<file path="config.mk">
export PLATFORM = sky130hd
export DESIGN_NAME = xfer_ctrl
export DESIGN_NICKNAME = d
export VERILOG_FILES = /design/src/rtl/xfer_pkg.sv /design/src/rtl/xfer_arb.sv /design/src/rtl/xfer_regs.sv /design/src/rtl/xfer_seq.sv /design/src/rtl/xfer_ctrl.sv
export SDC_FILE = /design/constraint.sdc
export NUM_CORES = 1
export LEC_CHECK = 0
export ABC_CLOCK_PERIOD_IN_PS = 3670
export BUFFER_PORTS_ARGS = -buffer_cell sky130_fd_sc_hd__buf_4
export CAP_MARGIN = 25
export CORE_MARGIN = 1.5
export CORE_UTILIZATION = 50
export CTS_BUF_LIST = sky130_fd_sc_hd__clkbuf_8
export DETAILED_ROUTE_END_ITERATION = 10
export PLACE_DENSITY_LB_ADDON = 0.08
export SKIP_LAST_GASP = 1
export SYNTH_ARGS = -nofsm -noshare
export SYNTH_HDL_FRONTEND = slang
export SYNTH_SLANG_ARGS = --single-unit
</file>
<file path="constraint.sdc">
create_clock -name clk_i -period 3.67 [get_ports clk_i]
set_clock_uncertainty 0.05 [all_clocks]
set_input_delay 0.367 -clock clk_i [delete_from_list [all_inputs] [get_ports clk_i]]
set_output_delay 0.367 -clock clk_i [all_outputs]
set_load 0.1 [all_outputs]
</file>
<file path="src/rtl/xfer_pkg.sv">
package xfer_pkg;
  localparam int OP_W = 3;
  typedef logic [OP_W-1:0] op_t;

  // CPU commands
  localparam op_t C_REG_WR = 3'd0;
  localparam op_t C_REG_RD = 3'd1;
  localparam op_t C_WRITE  = 3'd2;
  localparam op_t C_READ   = 3'd3;
  localparam op_t C_IRQ    = 3'd4;

  // remote messages, both directions
  localparam op_t X_WR      = 3'd0;
  localparam op_t X_RD      = 3'd1;
  localparam op_t X_RD_RESP = 3'd2;
  localparam op_t X_IRQ     = 3'd3;

  // CPU-bound responses
  localparam op_t N_REG_RESP = 3'd0;
  localparam op_t N_RD_RESP  = 3'd1;
  localparam op_t N_IRQ      = 3'd2;

  typedef enum logic [2:0] {
    S_IDLE, S_RAM_RD, S_RAM_WAIT, S_EXT, S_CTL, S_RAM_WR
  } state_e;
endpackage

</file>
<file path="src/rtl/xfer_arb.sv">
module xfer_arb
  import xfer_pkg::*;
#(
  parameter int ADDR_W = 16,
  parameter int DATA_W = 32
) (
  input  logic              clk_i,
  input  logic              rst_ni,
  input  logic              idle_i,
  input  logic              ctl_valid_i,
  input  op_t               ctl_op_i,
  input  logic [ADDR_W-1:0] ctl_addr_i,
  input  logic [DATA_W-1:0] ctl_data_i,
  output logic              ctl_ready_o,
  input  logic              ext_valid_i,
  input  op_t               ext_op_i,
  input  logic [ADDR_W-1:0] ext_addr_i,
  input  logic [DATA_W-1:0] ext_data_i,
  output logic              ext_ready_o,
  output logic              take_o,
  output logic              src_ext_o,
  output op_t               op_o,
  output logic [ADDR_W-1:0] addr_o,
  output logic [DATA_W-1:0] data_o
);
  // fixed priority: remote side first
  assign ext_ready_o = idle_i;
  assign ctl_ready_o = idle_i && !ext_valid_i;
  assign src_ext_o   = ext_valid_i;
  assign take_o      = idle_i && (ext_valid_i || ctl_valid_i);
  assign op_o        = ext_valid_i ? ext_op_i   : ctl_op_i;
  assign addr_o      = ext_valid_i ? ext_addr_i : ctl_addr_i;
  assign data_o      = ext_valid_i ? ext_data_i : ctl_data_i;


  ext_first_chk: assert property (@(posedge clk_i) disable iff (!rst_ni)
    (ext_valid_i && ctl_valid_i && idle_i) |-> (!ctl_ready_o && ext_ready_o && src_ext_o));
endmodule

</file>
<file path="src/rtl/xfer_regs.sv">
module xfer_regs #(
  parameter int NREGS  = 8,
  parameter int DATA_W = 32,
  localparam int IDX_W = $clog2(NREGS)
) (
  input  logic              clk_i,
  input  logic              rst_ni,
  input  logic              we_i,
  input  logic [IDX_W-1:0]  idx_i,
  input  logic [DATA_W-1:0] wdata_i,
  output logic [DATA_W-1:0] rdata_o
);
  logic [DATA_W-1:0] regs_q [NREGS];

  for (genvar g = 0; g < NREGS; g++) begin : g_reg
    always_ff @(posedge clk_i or negedge rst_ni) begin
      if (!rst_ni)                          regs_q[g] <= '0;
      else if (we_i && idx_i == IDX_W'(g))  regs_q[g] <= wdata_i;
    end
  end

  assign rdata_o = regs_q[idx_i];
endmodule

</file>
<file path="src/rtl/xfer_seq.sv">
module xfer_seq
  import xfer_pkg::*;
#(
  parameter int ADDR_W = 16,
  parameter int DATA_W = 32
) (
  input  logic              clk_i,
  input  logic              rst_ni,
  input  logic              take_i,
  input  logic              src_ext_i,
  input  op_t               op_i,
  input  logic [ADDR_W-1:0] addr_i,
  input  logic [DATA_W-1:0] data_i,
  input  logic [DATA_W-1:0] reg_rdata_i,
  output logic              reg_we_o,
  output logic              idle_o,
  output logic              ctl_out_valid_o,
  input  logic              ctl_out_ready_i,
  output op_t               ctl_out_op_o,
  output logic [ADDR_W-1:0] ctl_out_addr_o,
  output logic [DATA_W-1:0] ctl_out_data_o,
  output logic              ext_out_valid_o,
  input  logic              ext_out_ready_i,
  output op_t               ext_out_op_o,
  output logic [ADDR_W-1:0] ext_out_addr_o,
  output logic [DATA_W-1:0] ext_out_data_o,
  output logic              ram_req_valid_o,
  input  logic              ram_req_ready_i,
  output logic              ram_we_o,
  output logic [ADDR_W-1:0] ram_addr_o,
  output logic [DATA_W-1:0] ram_wdata_o,
  input  logic [DATA_W-1:0] ram_rdata_i
);
  state_e            st_q;
  op_t               out_op_q;
  logic [ADDR_W-1:0] addr_q;
  logic [DATA_W-1:0] data_q;
  logic              then_wr_q;

  assign idle_o   = (st_q == S_IDLE);
  assign reg_we_o = take_i && !src_ext_i && (op_i == C_REG_WR);

  always_ff @(posedge clk_i or negedge rst_ni) begin
    if (!rst_ni) begin
      st_q      <= S_IDLE;
      out_op_q  <= '0;
      addr_q    <= '0;
      data_q    <= '0;
      then_wr_q <= 1'b0;
    end else begin
      unique case (st_q)
        S_IDLE: if (take_i) begin
          addr_q    <= addr_i;
          data_q    <= data_i;
          then_wr_q <= 1'b0;
          if (!src_ext_i) begin
            unique case (op_i)
              C_REG_RD: begin st_q <= S_CTL;    out_op_q <= N_REG_RESP; data_q <= reg_rdata_i; end
              C_WRITE:  begin st_q <= S_RAM_RD; out_op_q <= X_WR; end
              C_READ:   begin st_q <= S_EXT;    out_op_q <= X_RD; data_q <= '0; end
              C_IRQ:    begin st_q <= S_EXT;    out_op_q <= X_IRQ; end
              default:  st_q <= S_IDLE;  // register write or unassigned
            endcase
          end else begin
            unique case (op_i)
              X_WR:      st_q <= S_RAM_WR;
              X_RD:      begin st_q <= S_RAM_RD; out_op_q <= X_RD_RESP; end
              X_RD_RESP: begin st_q <= S_CTL;    out_op_q <= N_RD_RESP; then_wr_q <= 1'b1; end
              X_IRQ:     begin st_q <= S_CTL;    out_op_q <= N_IRQ; end
              default:   st_q <= S_IDLE;
            endcase
          end
        end
        S_RAM_RD:   if (ram_req_ready_i) st_q <= S_RAM_WAIT;
        S_RAM_WAIT: begin data_q <= ram_rdata_i; st_q <= S_EXT; end
        S_EXT:      if (ext_out_ready_i) st_q <= S_IDLE;
        S_CTL:      if (ctl_out_ready_i) st_q <= then_wr_q ? S_RAM_WR : S_IDLE;
        S_RAM_WR:   if (ram_req_ready_i) st_q <= S_IDLE;
        default:    st_q <= S_IDLE;
      endcase
    end
  end

  assign ram_req_valid_o = (st_q == S_RAM_RD) || (st_q == S_RAM_WR);
  assign ram_we_o        = (st_q == S_RAM_WR);
  assign ram_addr_o      = addr_q;
  assign ram_wdata_o     = data_q;

  assign ext_out_valid_o = (st_q == S_EXT);
  assign ext_out_op_o    = out_op_q;
  assign ext_out_addr_o  = addr_q;
  assign ext_out_data_o  = data_q;

  assign ctl_out_valid_o = (st_q == S_CTL);
  assign ctl_out_op_o    = out_op_q;
  assign ctl_out_addr_o  = addr_q;
  assign ctl_out_data_o  = data_q;


  single_out_chk: assert property (@(posedge clk_i) disable iff (!rst_ni)
    $onehot0({ctl_out_valid_o, ext_out_valid_o, ram_req_valid_o}));

  busy_block_chk: assert property (@(posedge clk_i) disable iff (!rst_ni)
    (ctl_out_valid_o || ext_out_valid_o || ram_req_valid_o) |-> !take_i);

  ext_hold_chk: assert property (@(posedge clk_i) disable iff (!rst_ni)
    (ext_out_valid_o && !ext_out_ready_i) |=>
      (ext_out_valid_o && $stable(ext_out_op_o) && $stable(ext_out_addr_o) && $stable(ext_out_data_o)));

  ctl_hold_chk: assert property (@(posedge clk_i) disable iff (!rst_ni)
    (ctl_out_valid_o && !ctl_out_ready_i) |=>
      (ctl_out_valid_o && $stable(ctl_out_op_o) && $stable(ctl_out_addr_o) && $stable(ctl_out_data_o)));

  rd_wait_chk: assert property (@(posedge clk_i) disable iff (!rst_ni)
    (ram_req_valid_o && !ram_we_o && ram_req_ready_i) |=> (!ram_req_valid_o && !ext_out_valid_o));

  resp_then_wr_chk: assert property (@(posedge clk_i) disable iff (!rst_ni)
    (ctl_out_valid_o && ctl_out_ready_i && ctl_out_op_o == N_RD_RESP) |=>
      (ram_req_valid_o && ram_we_o && $stable(ram_addr_o)));
endmodule

</file>
<file path="src/rtl/xfer_ctrl.sv">
module xfer_ctrl
  import xfer_pkg::*;
#(
  parameter int ADDR_W = 16,
  parameter int DATA_W = 32,
  parameter int NREGS  = 8,
  localparam int IDX_W = $clog2(NREGS)
) (
  input  logic              clk_i,
  input  logic              rst_ni,
  input  logic              ctl_in_valid_i,
  output logic              ctl_in_ready_o,
  input  logic [2:0]        ctl_in_op_i,
  input  logic [ADDR_W-1:0] ctl_in_addr_i,
  input  logic [DATA_W-1:0] ctl_in_data_i,
  output logic              ctl_out_valid_o,
  input  logic              ctl_out_ready_i,
  output logic [2:0]        ctl_out_op_o,
  output logic [ADDR_W-1:0] ctl_out_addr_o,
  output logic [DATA_W-1:0] ctl_out_data_o,
  input  logic              ext_in_valid_i,
  output logic              ext_in_ready_o,
  input  logic [2:0]        ext_in_op_i,
  input  logic [ADDR_W-1:0] ext_in_addr_i,
  input  logic [DATA_W-1:0] ext_in_data_i,
  output logic              ext_out_valid_o,
  input  logic              ext_out_ready_i,
  output logic [2:0]        ext_out_op_o,
  output logic [ADDR_W-1:0] ext_out_addr_o,
  output logic [DATA_W-1:0] ext_out_data_o,
  output logic              ram_req_valid_o,
  input  logic              ram_req_ready_i,
  output logic              ram_we_o,
  output logic [ADDR_W-1:0] ram_addr_o,
  output logic [DATA_W-1:0] ram_wdata_o,
  input  logic [DATA_W-1:0] ram_rdata_i
);
  logic              idle, take, src_ext, reg_we;
  op_t               sel_op;
  logic [ADDR_W-1:0] sel_addr;
  logic [DATA_W-1:0] sel_data, reg_rdata;

  xfer_arb #(.ADDR_W(ADDR_W), .DATA_W(DATA_W)) arb_i (
    .clk_i, .rst_ni, .idle_i(idle),
    .ctl_valid_i(ctl_in_valid_i), .ctl_op_i(ctl_in_op_i), .ctl_addr_i(ctl_in_addr_i),
    .ctl_data_i(ctl_in_data_i), .ctl_ready_o(ctl_in_ready_o),
    .ext_valid_i(ext_in_valid_i), .ext_op_i(ext_in_op_i), .ext_addr_i(ext_in_addr_i),
    .ext_data_i(ext_in_data_i), .ext_ready_o(ext_in_ready_o),
    .take_o(take), .src_ext_o(src_ext), .op_o(sel_op), .addr_o(sel_addr), .data_o(sel_data)
  );

  xfer_regs #(.NREGS(NREGS), .DATA_W(DATA_W)) regs_i (
    .clk_i, .rst_ni, .we_i(reg_we), .idx_i(sel_addr[IDX_W-1:0]),
    .wdata_i(sel_data), .rdata_o(reg_rdata)
  );

  xfer_seq #(.ADDR_W(ADDR_W), .DATA_W(DATA_W)) seq_i (
    .clk_i, .rst_ni, .take_i(take), .src_ext_i(src_ext), .op_i(sel_op),
    .addr_i(sel_addr), .data_i(sel_data), .reg_rdata_i(reg_rdata),
    .reg_we_o(reg_we), .idle_o(idle),
    .ctl_out_valid_o, .ctl_out_ready_i, .ctl_out_op_o, .ctl_out_addr_o, .ctl_out_data_o,
    .ext_out_valid_o, .ext_out_ready_i, .ext_out_op_o, .ext_out_addr_o, .ext_out_data_o,
    .ram_req_valid_o, .ram_req_ready_i, .ram_we_o, .ram_addr_o, .ram_wdata_o, .ram_rdata_i
  );
endmodule

</file>
Word-level counts from Yosys, hierarchy flattened
Cells that the tools add are included.
{"block": "totals", "register_bits": 311, "inputBits": 141, "elab_cells": 90}
{"block": "classes", "order_cmp": 1, "n_eq_ne": 22, "mux": 25, "bitwise": 1, "reduce_logical": 28}
{"cell": "2-to-1 mux 32 bit", "n": 5}
{"cell": "case mux 32 bit (2 select lines)", "n": 2}
{"cell": "binary-select mux 32 bit (select 3 bit)", "n": 1}
{"cell": "2-to-1 mux 3 bit", "n": 9}
{"cell": "case mux 3 bit (3 select lines)", "n": 3}
{"cell": "equality test 3 bit (second input constant)", "n": 7}
{"cell": "equality test 3 x 2 -> 1 bit (second input constant)", "n": 6}
{"cell": "case mux 3 bit (6 select lines)", "n": 1}
{"cell": "2-to-1 mux 16 bit", "n": 1}
{"cell": "logical AND 1 bit", "n": 12}
{"cell": "equality test 3 x 1 -> 1 bit (second input constant)", "n": 3}
{"cell": "logical NOT 3 bit", "n": 3}
{"cell": "OR reduction 2 bit", "n": 4}
{"cell": "inequality test 2 x 1 -> 1 bit (second input constant)", "n": 3}
{"cell": "case mux 3 bit (2 select lines)", "n": 1}
{"cell": "AND reduction 5 bit", "n": 1}
{"cell": "greater-or-equal comparator 4 bit (second input constant)", "n": 1}
{"cell": "inequality test 2 bit (second input constant)", "n": 2}
{"cell": "NOT 3 -> 4 bit", "n": 1}
{"cell": "AND reduction 2 bit", "n": 2}
{"cell": "AND reduction 4 bit", "n": 1}
{"cell": "nonzero test 4 bit", "n": 1}
{"cell": "inequality test 3 x 2 -> 1 bit (second input constant)", "n": 1}
{"cell": "logical OR 1 bit", "n": 2}
{"cell": "other kinds (3)", "n": 4}

Depth between registers and ports, before layout
Gate-level depths: netlist (run 1).
{"block": "logic_depth", "depth_word": 9, "mapped_depth": 9}

Hierarchy
A second synthesis (run 1) with hierarchy kept.
{"block": "hier_totals", "hier_cells": 1303, "hier_area_um2": 16500.8}
{"module": "xfer_regs", "n_inst": 1, "cells_per_inst": 795, "area_each_um2": 11526.1}
{"module": "xfer_seq", "n_inst": 1, "cells_per_inst": 447, "area_each_um2": 4085.2}
{"module": "xfer_arb", "n_inst": 1, "cells_per_inst": 61, "area_each_um2": 889.6}

Worst setup path after synthesis (run 1)
Ideal clock, no wire load.
{"block": "synth_path", "path_type": "input to register", "start": "in ext_in_valid_i", "end": "reg seq_i.st_q[0]", "t_arrival_ns": 3.628, "path_slack_ns": -0.106, "stages": 7, "n_path_buf": 4, "path_cell_list": "buf_6 buf_6 buf_2 buf_1 nor3_1 a21oi_1 o31ai_1"}
{"block": "synth_between", "elab_chain_len": 7, "elab_cells_between_ends": 17, "classes_between": "eq/ne (5); mux (6); reduce/logical (6)"}
{"item": "from (decl)", "line": "xfer_ctrl.sv:21", "text": "input logic ext_in_valid_i,"}
{"item": "2-to-1 mux 3 bit", "line": "xfer_arb.sv:31", "text": "assign op_o = ext_valid_i ? ext_op_i : ctl_op_i;"}
{"item": "equality test 3 bit or equality test 3 x 2 -> 1 bit (tied branches)", "line": "xfer_seq.sv:57, xfer_seq.sv:65"}
{"item": "OR reduction 2 bit (no line)"}
{"item": "case mux 3 bit (3 select lines) (on tied branches)", "line": "xfer_seq.sv:57, xfer_seq.sv:65"}
{"item": "2-to-1 mux 3 bit", "line": "xfer_seq.sv:56", "text": "if (!src_ext_i) begin"}
{"item": "2-to-1 mux 3 bit", "line": "xfer_seq.sv:52", "text": "S_IDLE: if (take_i) begin"}
{"item": "case mux 3 bit (6 select lines)", "line": "xfer_seq.sv:51", "text": "unique case (st_q)"}
{"item": "to (signal assigned)", "line": "xfer_seq.sv:77", "text": "S_CTL: if (ctl_out_ready_i) st_q <= then_wr_q ? S_RAM_WR : S_IDLE;"}
{"item": "to (decl)", "line": "xfer_seq.sv:34", "text": "state_e st_q;"}
Parallel ways exist; a longest one is shown, timed or not. The select of a mux whose other input is x is not followed.
A chain may end at the register's enable or synchronous reset.

Worst setup path after layout (run 1)
{"block": "layout_path", "start": "reg seq_i.st_q[2]", "end": "reg seq_i.data_q[17] (netlist: seq_i.ctl_out_data_o[17])"}
{"block": "layout_between", "elab_chain_len": 4, "elab_cells_between_ends": 7, "classes_between": "eq/ne (2); mux (1); reduce/logical (4)"}
{"item": "logical NOT 3 bit", "line": "xfer_seq.sv:40, xfer_seq.sv:51"}
{"item": "logical AND 1 bit", "line": "xfer_arb.sv:30", "text": "assign take_o = idle_i && (ext_valid_i || ctl_valid_i);"}
{"item": "inequality test 2 x 1 -> 1 bit (no line)"}
{"item": "AND reduction 2 bit (no line)"}
{"item": "to (signal assigned)", "line": "xfer_seq.sv:54", "text": "data_q <= data_i;"}
{"item": "to (decl)", "line": "xfer_seq.sv:37", "text": "logic [DATA_W-1:0] data_q;"}
Parallel ways exist; a longest one is shown, timed or not.

==> out/qor.yml, run 1 <==
outcome:
  status: "completed"
die:
  die_w_um: 177
  fp-row-count: 63
  ios: 297
  die_area_mm2: 0.0313
  core-area_mm2: 0.0297
  die_h_um: 177
  initial_utilization: 0.509
layout:
  instances_no_fill: 2282
  final_cell_mix: "buf_4 (354), dfrtp_1 (310), o21ai_0 (309), nand2_1 (241), nor2_1 (155)"
  layout-drive-gt1-share: 0.262
  fillCellCount: 2597
  final_nets: 1991
  final_common_cell: "buf_4"
  area_delta_synth_final_pct: 20.7
power_and_ir_drop:
  p_int_uw: 7580
  p_leak_uw: 0.00860
  clockPowerShare: 0.170
  pwr-share-seq: 0.257
  sw_frac_of_total: 0.569
  ir_drop_v: 0.000796
  power.switching_uw: 9990
  p_per_area_mw_per_mm2: 963
  power_frac_comb: 0.573
detailed_routing:
  wl_per_cell_um: 20.0
  totalWireLength_um: 45700
  viasPerCell: 5.69
  ant_nets: 0
  vias: 13000
  drt_pre_antenna_iters: 5
  drc_errors: 0
  drt_iter0_drc: 980
sta:
  hold_violations: 0
  worstMarginPinSlew_ns: 0.931
  final.setup.tns_ns: 0
  period_needed_ns: 2.81
  period_share: 0.765
  fmax_mhz: 356
  slew_headroom: 0.362
  rsz0062_at_grt: "false"
  final_max_slew_viol_count: 0
  setup_viol: 0
logic_synthesis:
  synth-compound-area-share: 0.206
  synth_top_family_by_area: "compound AO/OA/AOI/OAI gates"
  synth_flop_cell: "dfrtp_1"
  yosys.area_share.simple: 0.152
  synthAdderAreaFrac: 0
  synthesis.area_mm2: 0.0151
  synth-xor-area-share: 0.00116
  synth_top_cell_area_share: 0.513
  synth_area_leaders: "dfrtp_1 (51%), o21ai_0 (10%), nand2_1 (6.0%)"
  synth_mux_area_frac: 0.0363
  synth-edff-count: 0
  ys_seq_area_frac: 0.513
  ys_async_sr_fraction: 1.00
  ys_types: 61
  yosys_register_bits: 310
  yosys.area.top_type: "dfrtp_1"
  avgSynthCellArea_um2: 9.14
  ys_warn_count: 0
  synth_cells: 1655
critical_path:
  cp_cell_sequence: "buf_4, or2_1, nor2_4, o21ai_0, nor4_1, or3_1"
  critPathKind: "flip-flop to flip-flop"
  reg2regPathDepth: 6
  startpoint: "seq_i.st_q[2]"
  startpoint_type: "flip-flop"
  critPathSlowestCell: "nor2_4"
  worst_setup_path_end_kind: "flip-flop"
  critPathMaxFanout: 23
  slowest_delay_ns: 0.74
  worstPathRequired_ns: 4.14
  cp_data_arrival_time_ns: 3.28
  r2r_start: "seq_i.st_q[2]"
global_routing:
  grt_first_pass_wirelength_um: 71600
  track_usage: 0.298
  antenna_found_initial: 1
  grt_start_max_net_pins: 104
  first_global_vias: 12600
  grt_overflow: 0
placement:
  dp_cells: 2185
  hpwl_um: 29300
  routabilityCongestion: 0.838
  portBuffers: 294
worst_hold_path:
  hold_depth: 3
  min_from: "ext_in_addr_i[13]"
  hold_path.class: "input port to flip-flop"
clocking:
  post_cts_buffers: 0
  insertion_delay_ns: 0.58
  cts_num_sinks: 310
  clk_pin_slew_worst_paths_ns: 0.06
  h-tree-depth: 2
  cts-buffers-inserted: 51
  clock_path_buffers: 3
  ctsResizeCount: 0
  cts_tree: "built"
  hold_buffers: 2
  cts_root_buf: "clkbuf_8"
flow_run:
  maxCapViolCount: 0
-- logic make-up (layout without fill, tap and decap cells) --
logic type / Yosys count / count (layout)
xor gates and xnor gates: 2 / 2
buffers and inverters: 230 / 465
DFF: 310 / 310
and+or+nand+nor: 520 / 520
other: 1 / 3
muxes: 53 / 53
AOI/OAI and AO/OA: 539 / 539
-- layout make-up --
cell class | count | area [um2] | share of cell area
Antenna cell | 1 | 2.50 | 0.000137
Sequential cell | 310 | 7760 | 0.425
Inverter | 5 | 18.8 | 0.00103
Clock buffer | 66 | 908 | 0.0498
Multi-Input combinational cell | 1116 | 6080 | 0.333
Timing Repair Buffer | 366 | 2870 | 0.157
Tap cell | 390 | 488 | 0.0267
Clock inverter | 28 | 116 | 0.00638
-- stage by stage --
stage / setup WS (ns) / total power (uW) / hold WS [ns] / util / instance area [um2]
2_1_floorplan: 0.0132 / 13000 / 0.0214 / - / 15100
3_3_place_gp: 0.791 / 14600 / 0.407 / 0.579 / 17200
4_1_cts: 0.905 / 17600 / 0.00462 / 0.614 / 18200
5_1_grt: 0.782 / 18200 / 0.0392 / 0.614 / 18200
3_5_place_dp: 0.780 / 14600 / 0.415 / 0.579 / 17200
6_report: 0.862 / 17600 / 0.0281 / 0.614 / 18200
-- critical path, delay by kind of cell (launching register included) --
kind	cells	cell delay (ns)
buffers and inverters	1	0.19
DFF	1	0.39
and+or+nand+nor	4	1.69
AOI/OAI and AO/OA	1	0.43
-- power by group through the flow --
stage | clock network (uW) | registers, uW | logic [uW]
after floorplan | 0 | 6410 | 6610
after global placement | 0 | 4540 | 10000
after detailed placement | 0 | 4570 | 10100
after CTS | 3030 | 4510 | 10100
after global routing | 3200 | 4590 | 10500
final | 3000 | 4510 | 10100
-- registers in the layout (all words and copies together), names as in the netlist --
register              count
regs_i.regs_q           256
seq_i.st_q                3
seq_i.ctl_out_addr_o     16
seq_i.ctl_out_data_o     32
seq_i.ctl_out_op_o        2
seq_i.then_wr_q           1
-- Yosys cell counts, types with 2 or more instances --
master,count
a211oi_1,2
o21a_1,3
and2b_1,2
nand2b_1,9
mux2_2,5
o31ai_1,7
clkbuf_1,64
xnor2_1,2
o221ai_1,5
o22ai_1,81
o21ai_0,309
nand2_1,241
nor2b_1,11
a2bb2oi_1,4
a2111oi_0,3
nor4_1,35
or4_1,2
nor3b_2,2
a21oi_1,54
a21oi_2,29
a22oi_1,11
inv_1,5
mux2i_1,47
o31a_1,3
buf_2,42
o32a_1,2
buf_4,106
clkbuf_2,2
o22a_1,10
o32ai_1,2
dfrtp_1,310
buf_1,4
nor3_1,21
or3_1,23
nor2_1,156
a22o_1,3
buf_6,7
nor3b_1,5
nor3_4,2
o211ai_1,2
a21o_1,2
-- metal layers --
| metal | part of all wire | wire (um) | vias up | GRT usage |
|---|---|---|---|---|
| li1 | - | - | 6105 | - |
| met1 | 0.44 | 20100 | 6270 | 0.412 |
| met2 | 0.46 | 21100 | 512 | 0.473 |
| met3 | 0.070 | 3190 | 95 | 0.0530 |
| met4 | 0.031 | 1400 | 0 | 0.108 |
| met5 | 0 | 0 | - | 0 |
-- path summary, 6_finish.rpt --
| kind | end | slack [ns] |
|---|---|---|
| max | seq_i.ctl_out_data_o[17] | 0.86 |
| min | seq_i.ctl_out_addr_o[13] | 0.03 |
| max reg2reg | seq_i.ctl_out_data_o[17] | 0.86 |
| min reg2reg | regs_i.regs_q[112] | 0.42 |
| max in group asynchronous | regs_i.regs_q[238] | 2.25 |
| min in group asynchronous | regs_i.regs_q[253] | 0.40 |
(Power assumes the default switching activity.)
==> inputs of run 2 (changes only) <==
ABC_AREA = 1   (was not set)
ABC_CLOCK_PERIOD_IN_PS = 2420   (was 3670)
clock period = 2.42 ns   (was 3.67 ns; I/O delays follow)
==> run 2 against run 1 <==
Cell area grew 16%. Critical path depth grew 3. Register-to-register slack lost 0.74 ns. Global-route usage grew 0.63 points. Via count grew 27%. Sequential power grew 62%. Clock power grew 46%. Sequential share of layout area shrank 5.9 points. Utilization grew 1.5 points. Synthesized area grew 13%. Critical endpoint is now seq_i.ctl_out_addr_o[15]. Largest cell class unchanged. Highest routed layer unchanged.
==> out/qor.yml, run 2 <==
sta:
  hold_violations: 0  # unchanged
  period_needed_ns: 2.30  # was 2.81 ns
  period_share: 0.951  # was 0.765
  setup_viol: 0  # unchanged
  fmax_mhz: 434  # was 356 MHz
  final.setup.tns_ns: 0  # unchanged
  final_max_slew_viol_count: 0  # unchanged
  worstMarginPinSlew_ns: 0.870  # was 0.931 ns
  slew_headroom: 0.420  # was 0.362
die:
  ios: 297  # unchanged
  core-area_mm2: 0.0336  # was 0.0297 mm2
  die_w_um: 188  # was 177 um
  fp-row-count: 67  # was 63
  die_area_mm2: 0.0354  # was 0.0313 mm2
  die_h_um: 188  # was 177 um
  initial_utilization: 0.510  # was 0.509
detailed_routing:
  drt_pre_antenna_iters: 5  # unchanged
  wl_per_cell_um: 16.6  # was 20.0 um
  totalWireLength_um: 53200  # was 45,700 um
  ant_nets: 0  # unchanged
  drc_errors: 0  # unchanged
  vias: 16500  # was 13.0k
  viasPerCell: 5.15  # was 5.69
  drt_iter0_drc: 1437  # was 980
critical_path:
  reg2regPathDepth: 9  # was 6
  worst_setup_path_end_kind: "flip-flop"  # unchanged
  slowest_delay_ns: 0.57  # was 0.74 ns
  r2r-end: "seq_i.ctl_out_addr_o[15]"  # was seq_i.ctl_out_data_o[17]
  critPathSlowestCell: "dlygate4sd3_1"  # was nor2_4
  startpoint_type: "flip-flop"  # unchanged
  ff2ff_setup_slack_ns: 0.12  # was 0.86 ns
  worstPathRequired_ns: 2.83  # was 4.14 ns
  critPathKind: "flip-flop to flip-flop"  # unchanged
  r2r_start: "seq_i.st_q[1]"  # was seq_i.st_q[2]
  cp_cell_sequence: "nor2_2, nand2_1, a21oi_4, buf_6, inv_1, buf_4, nand2_1, nand3_1, dlygate4sd3_1"  # was buf_4, or2_1, nor2_4, o21ai_0, nor4_1, or3_1
  crit_path_frequent_cell: "nand2_1"
  critPathMaxFanout: 21  # was 23
  cp_data_arrival_time_ns: 2.72  # was 3.28 ns
logic_synthesis:
  yosysMostFrequentCell: "nand2_1"  # was dfrtp_1
  synth_area_leaders: "dfrtp_1 (45%), nand2_1 (23%), o21ai_0 (7.0%)"  # was dfrtp_1 (51%), o21ai_0 (10%), nand2_1 (6.0%)
  synth-edff-count: 0  # unchanged
  synth_common_cells: "nand2_1 (1,055), dfrtp_1 (310), inv_1 (304)"  # was dfrtp_1 (310), o21ai_0 (309), nand2_1 (241)
  yosys.area.top_type: "dfrtp_1"  # unchanged
  avgSynthCellArea_um2: 6.90  # was 9.14 um2
  ys_seq_area_frac: 0.452  # was 0.513
  synthesis.area_mm2: 0.0171  # was 0.0151 mm2
  ys_warn_count: 0  # unchanged
  ys_types: 20  # was 61
  synth_cells: 2485  # was 1,655
  yosys_register_bits: 310  # unchanged
  synth_top_cell_area_share: 0.452  # was 0.513
  ys_async_sr_fraction: 1.00  # unchanged
  synth_flop_cell: "dfrtp_1"  # unchanged
global_routing:
  grt_overflow: 0  # unchanged
  met2_usage: 0.503  # was 0.473
  grt_use_met3: 0.0479  # was 0.0530
  antenna_found_initial: 0  # was 1
  grt_first_pass_wirelength_um: 86000  # was 71,600 um
  busiest_layer: "met2"  # unchanged
  first_global_vias: 15700  # was 12.6k
  grt_start_max_net_pins: 97  # was 104
  track_usage: 0.305  # was 0.298
  use_met1: 0.415  # was 0.412
clocking:
  insertion_delay_ns: 0.59  # was 0.58 ns
  cts_num_sinks: 310  # unchanged
  cts_tree: "built"  # unchanged
  clk_pin_slew_worst_paths_ns: 0.06  # about the same
  cts_root_buf: "clkbuf_8"  # unchanged
  clock_path_buffers: 3  # unchanged
  cts-buffers-inserted: 52  # was 51
  h-tree-depth: 2  # unchanged
worst_hold_path:
  hold_end: "seq_i.ctl_out_data_o[25]"  # was seq_i.ctl_out_addr_o[13]
  hold_path.class: "input port to flip-flop"  # unchanged
  min_from: "ctl_in_data_i[25]"  # was ext_in_addr_i[13]
  hold_depth: 7  # was 3
flow_run:
  maxCapViolCount: 0  # unchanged
placement:
  routabilityCongestion: 0.830  # was 0.838
  dp_cells: 3054  # was 2,185
  hpwl_um: 33000  # was 29,300 um
  portBuffers: 294  # unchanged
outcome:
  status: "completed"  # unchanged
layout:
  final_common_cell: "nand2_1"  # was buf_4
  final_nets: 2862  # was 1,991
  area_delta_synth_final_pct: 23.4  # was 20.7%
  largest_register: "regs_i.regs_q"  # unchanged
  layout-drive-gt1-share: 0.165  # was 0.262
  largest_register_ffs: 256  # unchanged
  final_cell_mix: "nand2_1 (1,052), buf_4 (332), inv_1 (324), dfrtp_1 (310), o21ai_0 (238)"  # was buf_4 (354), dfrtp_1 (310), o21ai_0 (309), nand2_1 (241), nor2_1 (155)
  antenna_cells: 0  # was 1
  instances_no_fill: 3203  # was 2,282
power_and_ir_drop:
  ir_drop_v: 0.00222  # was 0.000796 V
  p_per_area_mw_per_mm2: 1330  # was 963 mW/mm2
  p_leak_uw: 0.0113  # was 0.00860 uW
## run 2: cell count changes after synthesis, moves of 70 or more
cell / change
inv_1: +299
nand2_1: +814
nand3_1: +174
nor2_1: -143
o21ai_0: -70
o22ai_1: -81
## run 2: what timing repair did
item | 4_1_cts | 5_1_grt
hold endpoints to repair | 132 | 0
resized for setup | 1 | 5
setup buffers | 0 | 0
hold buffers | 61 | 0
endpoints found under the setup margin | 24 | 264
cloned | 0 | 0
pin swaps | 0 | 0
## run 2: final cells by class
class                      count  area (um2)
sequential                   310        7760
clock buffer                  62         853
tap                          448         561
multi-input combinational   1627        7020
fill                        3069       12500
timing repair buffer         424        3710
inverter                     306        1150
clock inverter                26         104
## run 2: per-layer routing
layer  up-vias  wire length, um
li1       8013                -
met1      7742            23000
met2       652            24700
met3       101             4170
met4         0             1220
met5         -                0
## run 2: how the worst max path moves through the flow
stage,from,end,slack (ns),cells past startpoint
global placement,seq_i.st_q[1],regs_i.regs_q[55],0.11,11
global route,seq_i.st_q[1],seq_i.ctl_out_addr_o[15],-0.005,9
detailed placement,seq_i.st_q[1],regs_i.regs_q[52],-0.0005,10
floorplan,seq_i.st_q[0],seq_i.ctl_out_addr_o[10],0.15,6
finish,seq_i.st_q[1],seq_i.ctl_out_addr_o[15],0.12,9
CTS,seq_i.st_q[1],ext_in_ready_o,0.02,6
## run 2: stage by stage
stage,setup WS (ns),power [uW],hold WS (ns),utilization,instance area (um2)
after floorplan,0.147,20800,-0.104,-,17200
after global placement,0.114,23200,0.195,0.581,19500
after detailed placement,-0.000535,23500,0.198,0.582,19600
after CTS,0.0215,28200,0.0131,0.629,21100
after global routing,-0.00505,29500,0.0512,0.629,21200
final,0.117,28200,0.0438,0.629,21200
## run 2: worst max-delay path: cells and delay by family (launching register included)
kind	cells	cell delay, ns
buffers and inverters	4	1.07
and+or+nand+nor	4	0.46
DFF	1	0.42
AOI/OAI and AO/OA	1	0.18
## run 2: where the power goes
part | switching, uW | internal, uW | total, uW
Sequential | 955 | 6350 | 7300
Combinational | 12900 | 3590 | 16500
Clock | 2090 | 2290 | 4380
Total | 15900 | 12200 | 28200
## run 2: logic make-up (layout without fill, tap and decap cells)
| group | Yosys count | in the layout | share of synthesized area |
|---|---|---|---|
| compound gates | 333 | 333 | 0.0974 |
| simple gates | 1292 | 1292 | 0.307 |
| flops | 310 | 310 | 0.452 |
| other cells | 1 | 2 | 0.000219 |
| buf+inv | 549 | 818 | 0.143 |
==> inputs of run 3 (changes only) <==
PLACE_DENSITY = 0.74   (was not set)
PLACE_DENSITY_LB_ADDON = not set   (was 0.08)
==> run 3 against run 2 <==
Count of clock-buffer cells in the layout rose by 6. Setup slack improved by 0.011 ns. Routed wire length fell by 4.3%. Worst hold slack barely moved. Clock power rose by 5.7%. Fmax rose by 0.47%. Die area did not move. Global-route usage fell by 1.7 points. Critical path depth did not move. First-iteration DRC count rose by 5.4%. Register-to-register slack barely moved. Sequential share of layout area rose by 0.052 points. Largest cell class unchanged.
==> out/qor.yml, run 3 (synthesis gave the netlist of run 2 again) <==
critical_path:
  worstPathRequired_ns: 2.83  # about the same
  critPathSlowestCell: "dlygate4sd3_1"  # unchanged
  critPathKind: "flip-flop to flip-flop"  # unchanged
  cp_data_arrival_time_ns: 2.70  # was 2.72 ns
  startpoint_type: "flip-flop"  # unchanged
  slowest_delay_ns: 0.56  # was 0.57 ns
  r2r_start: "seq_i.st_q[1]"  # unchanged
  worst_setup_path_end_kind: "flip-flop"  # unchanged
  startpoint: "seq_i.st_q[1]"  # unchanged
  critPathMaxFanout: 21  # unchanged
  cp_cell_sequence: "nor2_1, nand2_1, a21oi_2, buf_4, inv_1, buf_4, nand2_1, nand3_1, dlygate4sd3_1"  # was nor2_2, nand2_1, a21oi_4, buf_6, inv_1, buf_4, nand2_1, nand3_1, dlygate4sd3_1
worst_hold_path:
  min_from: "ctl_in_data_i[17]"  # was ctl_in_data_i[25]
  hold_path.class: "input port to flip-flop"  # unchanged
layout:
  instances_no_fill: 3203  # unchanged
  area_delta_synth_final_pct: 23.2  # was 23.4%
  largest_register: "regs_i.regs_q"  # unchanged
  fillCellCount: 2993  # was 3,069
  final_common_cell: "nand2_1"  # unchanged
  finalInstanceArea_mm2: 0.0211  # was 0.0212 mm2
  layout-drive-gt1-share: 0.167  # was 0.165
  final_nets: 2860  # was 2,862
  antenna_cells: 0  # unchanged
  utilization: 0.629  # about the same
  final_cell_mix: "nand2_1 (1,052), buf_4 (336), inv_1 (319), dfrtp_1 (310), o21ai_0 (238)"  # was nand2_1 (1,052), buf_4 (332), inv_1 (324), dfrtp_1 (310), o21ai_0 (238)
  largest_register_ffs: 256  # unchanged
detailed_routing:
  drt_iter0_drc: 1514  # was 1,437
  vias: 16500  # about the same
  ant_nets: 0  # unchanged
  drt_pre_antenna_iters: 6  # was 5
  viasPerCell: 5.16  # was 5.15
  wl_per_cell_um: 15.9  # was 16.6 um
  totalWireLength_um: 50900  # was 53,200 um
  drc_errors: 0  # unchanged
clocking:
  clk_pin_slew_worst_paths_ns: 0.06  # about the same
  cts_tree: "built"  # unchanged
  cts-buffers-inserted: 53  # was 52
  cts_num_sinks: 310  # unchanged
  insertion_delay_ns: 0.58  # was 0.59 ns
  clock_path_buffers: 3  # unchanged
  post_cts_buffers: 0  # unchanged
  cts_root_buf: "clkbuf_8"  # unchanged
  h-tree-depth: 2  # unchanged
power_and_ir_drop:
  sw_frac_of_total: 0.563  # was 0.566
  pwr-share-seq: 0.256  # was 0.259
  power.switching_uw: 15900  # about the same
  ir_drop_v: 0.00195  # was 0.00222 V
  p_per_area_mw_per_mm2: 1340  # was 1330 mW/mm2
  power_frac_comb: 0.580  # was 0.585
  clockPowerShare: 0.164  # was 0.156
  p_int_uw: 12300  # was 12,200 uW
  p_leak_uw: 0.0112  # was 0.0113 uW
outcome:
  status: "completed"  # unchanged
placement:
  hpwl_um: 32000  # was 33,000 um
  placed_area_mm2: 0.0195  # was 0.0196 mm2
  routabilityCongestion: 0.860  # was 0.830
  dp_cells: 3052  # was 3,054
  portBuffers: 294  # unchanged
die:
  ios: 297  # unchanged
  core-area_mm2: 0.0336  # unchanged
  initial_utilization: 0.510  # unchanged
  die_w_um: 188  # unchanged
  die_h_um: 188  # unchanged
  fp-row-count: 67  # unchanged
  die_area_mm2: 0.0354  # unchanged
sta:
  period_share: 0.947  # was 0.951
  slew_headroom: 0.355  # was 0.420
  rsz0062_at_grt: "false"
  setup_viol: 0  # unchanged
  final_max_slew_viol_count: 0  # unchanged
  whs_ns: 0.0439  # was 0.0438 ns
  period_needed_ns: 2.29  # was 2.30 ns
  fmax_mhz: 436  # was 434 MHz
  worstMarginPinSlew_ns: 0.965  # was 0.870 ns
  hold_violations: 0  # unchanged
  final.setup.tns_ns: 0  # unchanged
global_routing:
  track_usage: 0.288  # was 0.305
  first_global_vias: 15900  # was 15.7k
  antenna_found_initial: 0  # unchanged
  grt_start_max_net_pins: 97  # unchanged
  grt_overflow: 0  # unchanged
  grt_first_pass_wirelength_um: 82800  # was 86,000 um
flow_run:
  maxCapViolCount: 0  # unchanged
-- run 3: cell types whose count changed in the layout (fill, tap and decap cells not counted), moves of 2 or more --
cell        change
clkinvlp_4      +2
clkbuf_8        +6
inv_1           -5
buf_4           +4
buf_12          -3
-- run 3: layout make-up --
type / count / area (um2) / share of cell area
tap: 448 / 561 / 0.0265
inverter: 306 / 1150 / 0.0544
timing repair buffer: 421 / 3620 / 0.171
multi-input combinational: 1627 / 7010 / 0.332
clock buffer: 68 / 936 / 0.0443
sequential: 310 / 7760 / 0.367
clock inverter: 23 / 100 / 0.00474
-- run 3: routing by layer --
metal,GRT usage,vias to the layer above,share of wire
met5,0,-,0
met4,0.0797,0,0.020
met3,0.0453,87,0.081
met2,0.479,695,0.47
met1,0.391,7743,0.43
li1,-,7993,-
-- run 3: what timing repair did --
| item | in CTS | in global routing |
|---|---|---|
| setup endpoints to repair | 0 | 17 |
| hold buffers | 60 | 0 |
| resized for setup | 0 | 1 |
| endpoints found under the hold margin | 315 | 0 |
-- run 3: worst paths after layout --
path	endpoint	slack [ns]	cells past startpoint
worst max register to register	seq_i.ctl_out_addr_o[14]	0.13	9
min in group asynchronous	regs_i.regs_q[169]	0.11	2
worst min-delay path	seq_i.ctl_out_data_o[17]	0.04	7
max in group asynchronous	regs_i.regs_q[25]	1.27	3
worst min register to register	regs_i.regs_q[227]	0.43	2
worst max-delay path	seq_i.ctl_out_addr_o[14]	0.13	9
-- run 3: worst max-delay path: cells and delay by family, from the launching register on --
kind | cells | cell delay, ns
buf+inv | 4 | 1.01
simple gates | 4 | 0.48
flops | 1 | 0.41
compound gates | 1 | 0.21
-- run 3: through the flow --
stage	setup WS [ns]	power [uW]
after detailed placement	0.154	23300
after floorplan	0.147	20800
final	0.128	28300
after global routing	0.0215	29500
after global placement	0.211	23100
after CTS	0.0736	28300
-- run 3: power groups by stage --
stage               Sequential (uW)  Clock (uW)  Combinational [uW]
floorplan                     10000           0               10700
global placement               7240           0               15900
detailed placement             7290           0               16000
CTS                            7210        4710               16300
global route                   7370        4940               17200
finish                         7240        4630               16400
